==> src/rtl/rtc_pic_pkg.sv <==
package rtc_pic_pkg;

  localparam int REG_W     = 16;
  localparam int RATE_BITS = 9;

  typedef enum logic [1:0] {
    REG_CTRL = 2'd0,
    REG_STAT = 2'd1,
    REG_MASK = 2'd2,
    REG_NONE = 2'd3
  } reg_sel_e;

  localparam logic [1:0] SEL_OFF = 2'b11;

  localparam int BIT_SW   = 0;
  localparam int BIT_ALM  = 2;
  localparam int BIT_HZ1  = 4;
  localparam int BIT_HZ2  = 7;
  localparam int BIT_SMP0 = 8;

  localparam int CTRL_SEL_LO = 5;
  localparam int CTRL_EN     = 7;

  // Bits of the status and mask registers that exist
  function automatic logic [REG_W-1:0] impl_bits();
    logic [REG_W-1:0] m;
    m = '0;
    m[BIT_SW]  = 1'b1;
    m[BIT_ALM] = 1'b1;
    m[BIT_HZ1] = 1'b1;
    m[BIT_HZ2] = 1'b1;
    for (int i = BIT_SMP0; i < REG_W; i++) m[i] = 1'b1;
    return m;
  endfunction

  // Whole reference ticks per base period
  function automatic int unsigned base_quot(int unsigned hz, int unsigned bits);
    return hz >> bits;
  endfunction

  // Fractional remainder added to the accumulator each base period
  function automatic int unsigned base_rem(int unsigned hz, int unsigned bits);
    return hz % (32'd1 << bits);
  endfunction

  function automatic int unsigned max3(int unsigned a, int unsigned b, int unsigned c);
    int unsigned m;
    m = a;
    if (b > m) m = b;
    if (c > m) m = c;
    return m;
  endfunction

endpackage

==> src/rtl/rtc_ref_div.sv <==
module rtc_ref_div
  import rtc_pic_pkg::*;
#(
  parameter int unsigned RBITS   = RATE_BITS,
  parameter int unsigned REF0_HZ = 32768,
  parameter int unsigned REF1_HZ = 32000,
  parameter int unsigned REF2_HZ = 38400
) (
  input  logic       clk,
  input  logic       rst_n,
  input  logic       restart,
  input  logic       ref_tick,
  input  logic [1:0] sel,
  output logic       base_tick
);

  localparam int unsigned Q0   = base_quot(REF0_HZ, RBITS);
  localparam int unsigned Q1   = base_quot(REF1_HZ, RBITS);
  localparam int unsigned Q2   = base_quot(REF2_HZ, RBITS);
  localparam int unsigned R0   = base_rem(REF0_HZ, RBITS);
  localparam int unsigned R1   = base_rem(REF1_HZ, RBITS);
  localparam int unsigned R2   = base_rem(REF2_HZ, RBITS);
  localparam int unsigned QMAX = max3(Q0, Q1, Q2);
  localparam int          CW   = $clog2(QMAX + 2);

  logic [CW-1:0]    cnt_q;
  logic [RBITS-1:0] acc_q;
  logic [CW-1:0]    quot;
  logic [RBITS-1:0] rem;
  logic             run;
  logic [RBITS:0]   acc_sum;
  logic             carry;
  logic [CW-1:0]    last;

  always_comb begin
    run  = 1'b1;
    quot = CW'(Q0);
    rem  = RBITS'(R0);
    unique case (sel)
      2'b00: begin quot = CW'(Q0); rem = RBITS'(R0); end
      2'b01: begin quot = CW'(Q1); rem = RBITS'(R1); end
      2'b10: begin quot = CW'(Q2); rem = RBITS'(R2); end
      default: run = 1'b0;
    endcase
  end

  assign acc_sum   = {1'b0, acc_q} + {1'b0, rem};
  assign carry     = acc_sum[RBITS];
  assign last      = quot + CW'(carry) - CW'(1);
  assign base_tick = run && ref_tick && !restart && (cnt_q == last);

  always_ff @(posedge clk or negedge rst_n) begin
    if (!rst_n) begin
      cnt_q <= '0;
      acc_q <= '0;
    end else if (restart) begin
      cnt_q <= '0;
      acc_q <= '0;
    end else if (run && ref_tick) begin
      if (base_tick) begin
        cnt_q <= '0;
        acc_q <= acc_sum[RBITS-1:0];
      end else begin
        cnt_q <= cnt_q + CW'(1);
      end
    end
  end

endmodule

==> src/rtl/rtc_rate_chain.sv <==
module rtc_rate_chain
  import rtc_pic_pkg::*;
#(
  parameter int RBITS = RATE_BITS
) (
  input  logic         clk,
  input  logic         rst_n,
  input  logic         restart,
  input  logic         base_tick,
  output logic [RBITS:0] rate_evt
);

  logic [RBITS-1:0] ph_q;

  always_ff @(posedge clk or negedge rst_n) begin
    if (!rst_n)         ph_q <= '0;
    else if (restart)   ph_q <= '0;
    else if (base_tick) ph_q <= ph_q + RBITS'(1);
  end

  // rate_evt[k] is the 2^k Hz event: it fires when the low RBITS-k phase
  // bits are all ones on a base event
  for (genvar k = 0; k <= RBITS; k++) begin : g_rate
    localparam int LOW = RBITS - k;
    localparam logic [RBITS-1:0] LMASK = RBITS'((64'd1 << LOW) - 64'd1);
    assign rate_evt[k] = base_tick && ((ph_q & LMASK) == LMASK);
  end

endmodule

==> src/rtl/rtc_irq_ctrl.sv <==
module rtc_irq_ctrl
  import rtc_pic_pkg::*;
#(
  parameter int W = REG_W
) (
  input  logic         clk,
  input  logic         rst_n,
  input  logic [W-1:0] evt_vec,
  input  logic [W-1:0] clr_vec,
  input  logic         mask_we,
  input  logic [W-1:0] mask_wdata,
  output logic [W-1:0] status_q,
  output logic [W-1:0] mask_q,
  output logic         irq
);

  localparam logic [W-1:0] IMPL = W'(impl_bits());

  always_ff @(posedge clk or negedge rst_n) begin
    if (!rst_n) begin
      status_q <= '0;
      mask_q   <= '0;
    end else begin
      status_q <= (status_q & ~clr_vec) | (evt_vec & IMPL);
      if (mask_we) mask_q <= mask_wdata & IMPL;
    end
  end

  assign irq = |(status_q & mask_q);

endmodule

==> src/rtl/rtc_pic.sv <==
module rtc_pic
  import rtc_pic_pkg::*;
#(
  parameter int unsigned REF0_HZ = 32768,
  parameter int unsigned REF1_HZ = 32000,
  parameter int unsigned REF2_HZ = 38400
) (
  input  logic              clk,
  input  logic              rst_n,
  input  logic              ref_tick,
  input  logic              alarm_evt,
  input  logic              stopwatch_evt,
  input  logic              reg_we,
  input  logic [1:0]        reg_addr,
  input  logic [REG_W-1:0]  reg_wdata,
  output logic [REG_W-1:0]  reg_rdata,
  output logic              sec_tick,
  output logic              irq
);

  logic             en_q;
  logic [1:0]       sel_q;
  logic             ctrl_we;
  logic             mask_we;
  logic             base_tick;
  logic [RATE_BITS:0] rate_evt;
  logic             hz1_evt;
  logic [REG_W-1:0] evt_vec;
  logic [REG_W-1:0] clr_vec;
  logic [REG_W-1:0] status_q;
  logic [REG_W-1:0] mask_q;

  assign ctrl_we = reg_we && (reg_addr == REG_CTRL);
  assign mask_we = reg_we && (reg_addr == REG_MASK);
  assign clr_vec = (reg_we && (reg_addr == REG_STAT)) ? reg_wdata : '0;

  always_ff @(posedge clk or negedge rst_n) begin
    if (!rst_n) begin
      en_q  <= 1'b0;
      sel_q <= 2'b00;
    end else if (ctrl_we) begin
      en_q  <= reg_wdata[CTRL_EN];
      sel_q <= reg_wdata[CTRL_SEL_LO+1:CTRL_SEL_LO];
    end
  end

  rtc_ref_div #(
    .RBITS  (RATE_BITS),
    .REF0_HZ(REF0_HZ),
    .REF1_HZ(REF1_HZ),
    .REF2_HZ(REF2_HZ)
  ) u_div (
    .clk      (clk),
    .rst_n    (rst_n),
    .restart  (ctrl_we),
    .ref_tick (ref_tick),
    .sel      (sel_q),
    .base_tick(base_tick)
  );

  rtc_rate_chain #(.RBITS(RATE_BITS)) u_chain (
    .clk      (clk),
    .rst_n    (rst_n),
    .restart  (ctrl_we),
    .base_tick(base_tick),
    .rate_evt (rate_evt)
  );

  assign hz1_evt = rate_evt[0];

  always_comb begin
    evt_vec          = '0;
    evt_vec[BIT_SW]  = stopwatch_evt;
    evt_vec[BIT_ALM] = alarm_evt;
    evt_vec[BIT_HZ1] = rate_evt[0];
    evt_vec[BIT_HZ2] = rate_evt[1];
    for (int j = 0; j <= RATE_BITS - 2; j++) evt_vec[BIT_SMP0 + j] = rate_evt[2 + j];
  end

  rtc_irq_ctrl #(.W(REG_W)) u_irq (
    .clk       (clk),
    .rst_n     (rst_n),
    .evt_vec   (evt_vec),
    .clr_vec   (clr_vec),
    .mask_we   (mask_we),
    .mask_wdata(reg_wdata),
    .status_q  (status_q),
    .mask_q    (mask_q),
    .irq       (irq)
  );

  always_ff @(posedge clk or negedge rst_n) begin
    if (!rst_n) sec_tick <= 1'b0;
    else        sec_tick <= en_q && hz1_evt;
  end

  always_comb begin
    reg_rdata = '0;
    unique case (reg_addr)
      REG_CTRL: begin
        reg_rdata[CTRL_EN] = en_q;
        reg_rdata[CTRL_SEL_LO+1:CTRL_SEL_LO] = sel_q;
      end
      REG_STAT: reg_rdata = status_q;
      REG_MASK: reg_rdata = mask_q;
      default:  reg_rdata = '0;
    endcase
  end

endmodule

==> config.mk <==
export PLATFORM = sky130hd
export DESIGN_NAME = rtc_pic
export DESIGN_NICKNAME = d
export VERILOG_FILES = /design/src/rtl/rtc_pic_pkg.sv /design/src/rtl/rtc_ref_div.sv /design/src/rtl/rtc_rate_chain.sv /design/src/rtl/rtc_irq_ctrl.sv /design/src/rtl/rtc_pic.sv
export SDC_FILE = /design/constraint.sdc
export NUM_CORES = 1
export LEC_CHECK = 0
export BUFFER_PORTS_ARGS = -buffer_cell sky130_fd_sc_hd__buf_2
export CORE_ASPECT_RATIO = 1.5
export CORE_MARGIN = 2
export CORE_UTILIZATION = 52
export DETAILED_ROUTE_END_ITERATION = 6
export GPL_ROUTABILITY_DRIVEN = 0
export PLACE_DENSITY = 0.77
export SETUP_SLACK_MARGIN = 0.3
export SYNTH_ARGS = -nofsm -noshare
export SYNTH_HDL_FRONTEND = slang
export SYNTH_HIERARCHICAL = 1
export SYNTH_SLANG_ARGS = --single-unit
==> constraint.sdc <==
create_clock -name clk -period 3.25 [get_ports clk]
set_clock_uncertainty 0.1 [all_clocks]
set_input_delay 0.325 -clock clk [delete_from_list [all_inputs] [get_ports clk]]
set_output_delay 0.325 -clock clk [all_outputs]
set_load 0.02 [all_outputs]
==> results.yml, run 1 <==
layout:
  synthToLayoutAreaGrowth_pct: 19.9
  final_nets: 368
  drive_above_1_share: 0.348
  final_core_util: 0.637
  layout.cells.non_filler: 400
  layout_common_cells: "48 x dfrtp_1, 41 x buf_2, 20 x nor2b_1, 19 x inv_1, 18 x and3_1"
  mostFrequentLayoutCell: "dfrtp_1"
  postLayoutCellArea_um2: 3450
  n_antenna_cell: 0
synthesis:
  avgSynthCellArea_um2: 10.5
  synth_cells: 274
  ys.warnings.count: 6
  syn_area_um2: 2870
setup_path:
  critPathMaxStageDelay_ns: 0.55
  worstSetupStartpointType: "flop"
  crit_path_end_kind: "flop"
  path_max_fanout: 5
  arrival_ns: 3.13
  cp_common_cell: "inv_1"
  worstPathRequired_ns: 3.38
  crit_path_top_delay_cell: "fa_2"
  cp_cell_sequence: "inv_1 -> ha_1 -> inv_1 -> ha_4 -> fa_2 -> xor2_2 -> nand4b_1 -> nor4_4 -> nand3_2 -> or4_1 -> a21oi_1"
  crit_type: "reg -> reg"
clock_network:
  cts_tree: "built"
  cts_root_buffer: "clkbuf_8"
  postCtsHoldBufs: 0
  cts_made_buffers: 5
  clockBufferDepth: 2
  insertion_delay_ns: 0.30
  cts_max_level: 2
  clkSlewWorstSetupHoldPaths_ns: 0.10
  clock-sinks: 49
grt:
  grt_start_max_net_pins: 50
  use_met1: 0.233
  grt_pass1_vias: 2183
  grt_first_pass_wirelength_um: 9760
  grt_usage: 0.202
  antenna_found_initial: 0
  grt_busiest_layer: "met2"
  overflow: 0
  globalRouteMet3Util: 0.0342
  grtUsageMet2: 0.373
sta:
  min_period_ns: 3.00
  finalSetupViolCount: 0
  fin_setup_tns_ns: 0
  period_share: 0.923
  tightest_slew_ns: 1.08
  rsz0062_at_grt: "true"
  report.final.slew_viol_count: 0
  max_freq_mhz: 333
  hold_viol: 0
  fin_ws_ns: 0.250
  relSlewSlack: 0.281
  holdWs_ns: 0.0953
place:
  dpl.hpwl_um: 4030
  pre_cts_slack_ns: 0.105
  placed_cell_area_um2: 3150
  dp_cells: 375
  port_buffers: 41
floorplanning:
  die_h_um: 95.1
  start_util: 0.531
  num_io_pins: 42
  core_um2: 5410
  die_w_um: 64.7
  rows: 33
  die-area_um2: 6150
power:
  power.total_mw: 1.46
  p_leak_nw: 1.72
  peakVddDrop_mv: 0.227
  power_density_nw_per_um2: 424
drt:
  wl_per_cell_um: 14.9
  dr.pass1.iters: 4
  wl_um: 5980
  dr_total_vias: 2226
  drt-initial-drc-count: 154
  via_per_inst: 5.57
  drc: 0
  drtAntennaViolNets: 0
status:
  status: "finished clean"
run:
  drv_cap: 0
worst_hold_path:
  holdCritPathClass: "in -> reg"
final timing paths:
kind / start / end / slack (ns) / depth (start not counted)
setup / recovery: sel_q[0]$_DFFE_PN0P_ / u_chain/ph_q[7]$_DFFE_PN0P_ / 0.25 / 11
hold / removal: stopwatch_evt / u_irq/status_q[0]$_DFF_PN0_ / 0.1 / 2
min in group asynchronous: rst_n / u_irq/status_q[3]$_DFF_PN0_ / 0.11 / 1
setup reg to reg: sel_q[0]$_DFFE_PN0P_ / u_chain/ph_q[7]$_DFFE_PN0P_ / 0.25 / 11
max in group asynchronous: rst_n / sel_q[0]$_DFFE_PN0P_ / 2.21 / 1
hold reg to reg: u_irq/status_q[5]$_DFF_PN0_ / u_irq/status_q[5]$_DFF_PN0_ / 0.41 / 1
report_power, final:
part	total [mW]	switching [mW]	internal, mW
registers	0.727	0.0615	0.665
clock network	0.365	0.212	0.153
logic	0.371	0.185	0.185
total	1.46	0.459	1.00
flip-flops by register name (all words and copies together) (netlist names):
register	flops
u_chain/ph_q	9
sec_tick	1
sel_q	2
en_q	1
u_div/cnt_q	7
u_div/acc_q	1
u_irq/mask_q	12
u_irq/status_q	16
layout make-up:
class | count | area [um^2]
clock buffer | 5 | 68.8
fill | 435 | 1960
clock inverter | 3 | 21.3
multi-input combinational | 188 | 1560
tap | 70 | 87.6
timing repair buffer | 63 | 397
sequential | 49 | 1230
inverter | 22 | 82.6
critical path: cells and delay by family, from the launching register on:
family          cells  cell delay, ns
fa+ha+maj           3            0.86
buf+inv             2            0.14
simple gates        4            1.05
xor+xnor            1            0.16
flops               1            0.46
compound gates      1            0.14
per-layer routing:
metal,vias up,routed length [um]
met5,-,0
met4,0,110
met3,12,169
met2,41,3270
met1,1112,2430
li1,1061,-
repair_timing:
item,4_1_cts,5_1_grt
endpoints found under the hold margin,0,0
gates resized for setup,8,10
buffers inserted,14,3
cloned,0,0
endpoints found under the setup margin,7,25
pin swaps,9,8
(Power assumes the default switching activity.)
==> run 2, diff against run 1 <==
ABC_AREA = 1   (was default)
PLACE_DENSITY = 0.76   (was 0.77)
==> run 2 against run 1 <==
  * Global-route usage fell by 0.48 points
  * Utilization decreased by 3.3 points
  * Sequential share of layout area fell by 0.47 points
  * Via count increased by 16%
  * Maximum frequency rose by 9.0%
  * Sequential power is 2% higher
  * Clock-buffer cell count grew 2
  * Die area increased by 8.2%
  * Setup slack improved by 0.25 ns
==> results.yml, run 2 <==
sta:
  period_share: 0.847
  holdWs_ns: 0.133
  relSlewSlack: 0.515
  report.final.slew_viol_count: 0
  rsz0062_at_grt: "true"
  max_freq_mhz: 363
  min_period_ns: 2.75
  fin_setup_tns_ns: 0
  tightest_slew_ns: 0.727
  finalSetupViolCount: 0
  hold_viol: 0
layout:
  synthToLayoutAreaGrowth_pct: 11.9
  regMostFlops: "u_irq/status_q"
  fillers: 536
  layout_common_cells: "101 x nand2_1, 73 x inv_1, 48 x dfrtp_1, 41 x buf_2, 35 x nor2_1"
  largestRegisters: "u_irq/status_q: 16 flops, u_irq/mask_q: 12 flops, u_chain/ph_q: 9 flops"
  drive_above_1_share: 0.231
  n_antenna_cell: 0
  largest_register_ffs: 16
  final_nets: 484
  mostFrequentLayoutCell: "nand2_1"
  layout.cells.non_filler: 518
floorplanning:
  die_h_um: 98.9
  die_w_um: 67.3
  die-area_um2: 6650
  num_io_pins: 42
  start_util: 0.540
  rows: 34
  core_um2: 5790
setup_path:
  path_max_fanout: 8
  arrival_ns: 2.89
  cp_cell_sequence: "ha_1 -> ha_1 -> inv_1 -> ha_2 -> fa_1 -> nand2_1 -> nand4_1 -> nor2_4 -> nand2_4 -> inv_8 -> nand2_4 -> nor2_8 -> nand3_2 -> nand2_1 -> inv_1 -> nor2_2"
  worstSetupStartpointType: "flop"
  worstPathRequired_ns: 3.39
  crit_path_end_kind: "flop"
  critPathMaxStageDelay_ns: 0.45
  crit_type: "reg -> reg"
  crit_path_top_delay_cell: "dfrtp_2"
  ff2ff_setup_slack_ns: 0.50
synthesis:
  syn_area_um2: 3120
  synth_cells: 397
  ys.warnings.count: 6
  avgSynthCellArea_um2: 7.87
power:
  p_leak_nw: 1.99
  power_density_nw_per_um2: 422
  peakVddDrop_mv: 0.220
clock_network:
  cts_max_level: 2
  cts_tree: "built"
  cts_root_buffer: "clkbuf_8"
  insertion_delay_ns: 0.30
  cts_made_buffers: 5
  clock-sinks: 49
  clockBufferDepth: 2
  clkSlewWorstSetupHoldPaths_ns: 0.09
worst_hold_path:
  holdCritPathClass: "in -> reg"
drt:
  dr.pass1.iters: 4
  wl_per_cell_um: 12.5
  drc: 0
  via_per_inst: 4.97
  drtAntennaViolNets: 0
  drt-initial-drc-count: 157
  dr_total_vias: 2574
  wl_um: 6460
grt:
  overflow: 0
  antenna_found_initial: 0
  grt_pass1_vias: 2366
  grt_first_pass_wirelength_um: 10300
  grt_start_max_net_pins: 33
  grt_usage: 0.197
place:
  port_buffers: 41
  dpl.hpwl_um: 4660
  dp_cells: 502
run:
  drv_cap: 0
status:
  status: "finished clean"
run 2: final timing paths:
path | startpoint | end | depth (start not counted)
min | stopwatch_evt | u_irq/status_q[0]$_DFF_PN0_ | 2
max | sel_q[0]$_DFFE_PN0P_ | u_chain/ph_q[5]$_DFFE_PN0P_ | 16
max reg2reg | sel_q[0]$_DFFE_PN0P_ | u_chain/ph_q[5]$_DFFE_PN0P_ | 16
min reg2reg | en_q$_DFFE_PN0P_ | sec_tick$_DFF_PN0_ | 2
min in group asynchronous | rst_n | u_chain/ph_q[1]$_DFFE_PN0P_ | 2
max in group asynchronous | rst_n | u_irq/mask_q[8]$_DFFE_PN0P_ | 3
run 2: area by class of cell:
class / instances / area, um^2 / area share
timing repair buffer: 51 / 283 / 0.0809
clock buffer: 7 / 76.3 / 0.0218
clock inverter: 1 / 7.51 / 0.00215
inverter: 81 / 312 / 0.0892
multi-input combinational: 257 / 1500 / 0.429
sequential: 49 / 1230 / 0.351
tap: 72 / 90.1 / 0.0258
run 2: where the power goes:
group / total [mW] / switching (mW) / internal, mW
Combinational: 0.370 / 0.213 / 0.157
Sequential: 0.743 / 0.0695 / 0.674
Clock: 0.360 / 0.207 / 0.153
Total: 1.47 / 0.489 / 0.983
run 2: timing repair:
action / CTS / global route
hold buffers: 1 / 0
setup buffers: 0 / 7
pin swaps: 0 / 6
resized for setup: 2 / 8
endpoints found under the hold margin: 13 / 0
endpoints found under the setup margin: 2 / 9
run 2: through the flow:
step / power (mW) / cell area, um^2 / setup slack [ns] / utilization
2_1_floorplan: 1.00 / 3130 / 0.528 / -
3_3_place_gp: 1.09 / 3320 / 0.407 / 0.574
3_5_place_dp: 1.11 / 3320 / 0.282 / 0.574
4_1_cts: 1.47 / 3420 / 0.345 / 0.591
5_1_grt: 1.56 / 3490 / 0.276 / 0.604
6_report: 1.47 / 3490 / 0.496 / 0.604
run 2: per-layer routing:
metal	global-route usage	routed length, um	up-vias
li1	-	-	1294
met1	0.229	2800	1235
met2	0.366	3410	41
met3	0.0354	186	4
met4	0.0424	55	0
met5	0	0	-
run 2: critical path, delay by kind of cell, from the launching register on:
kind,cells,cell delay [ns]
AND/OR/NAND/NOR,9,0.94
flip-flops,1,0.45
adder cells (fa/ha/maj),4,1.01
buffers and inverters,3,0.18
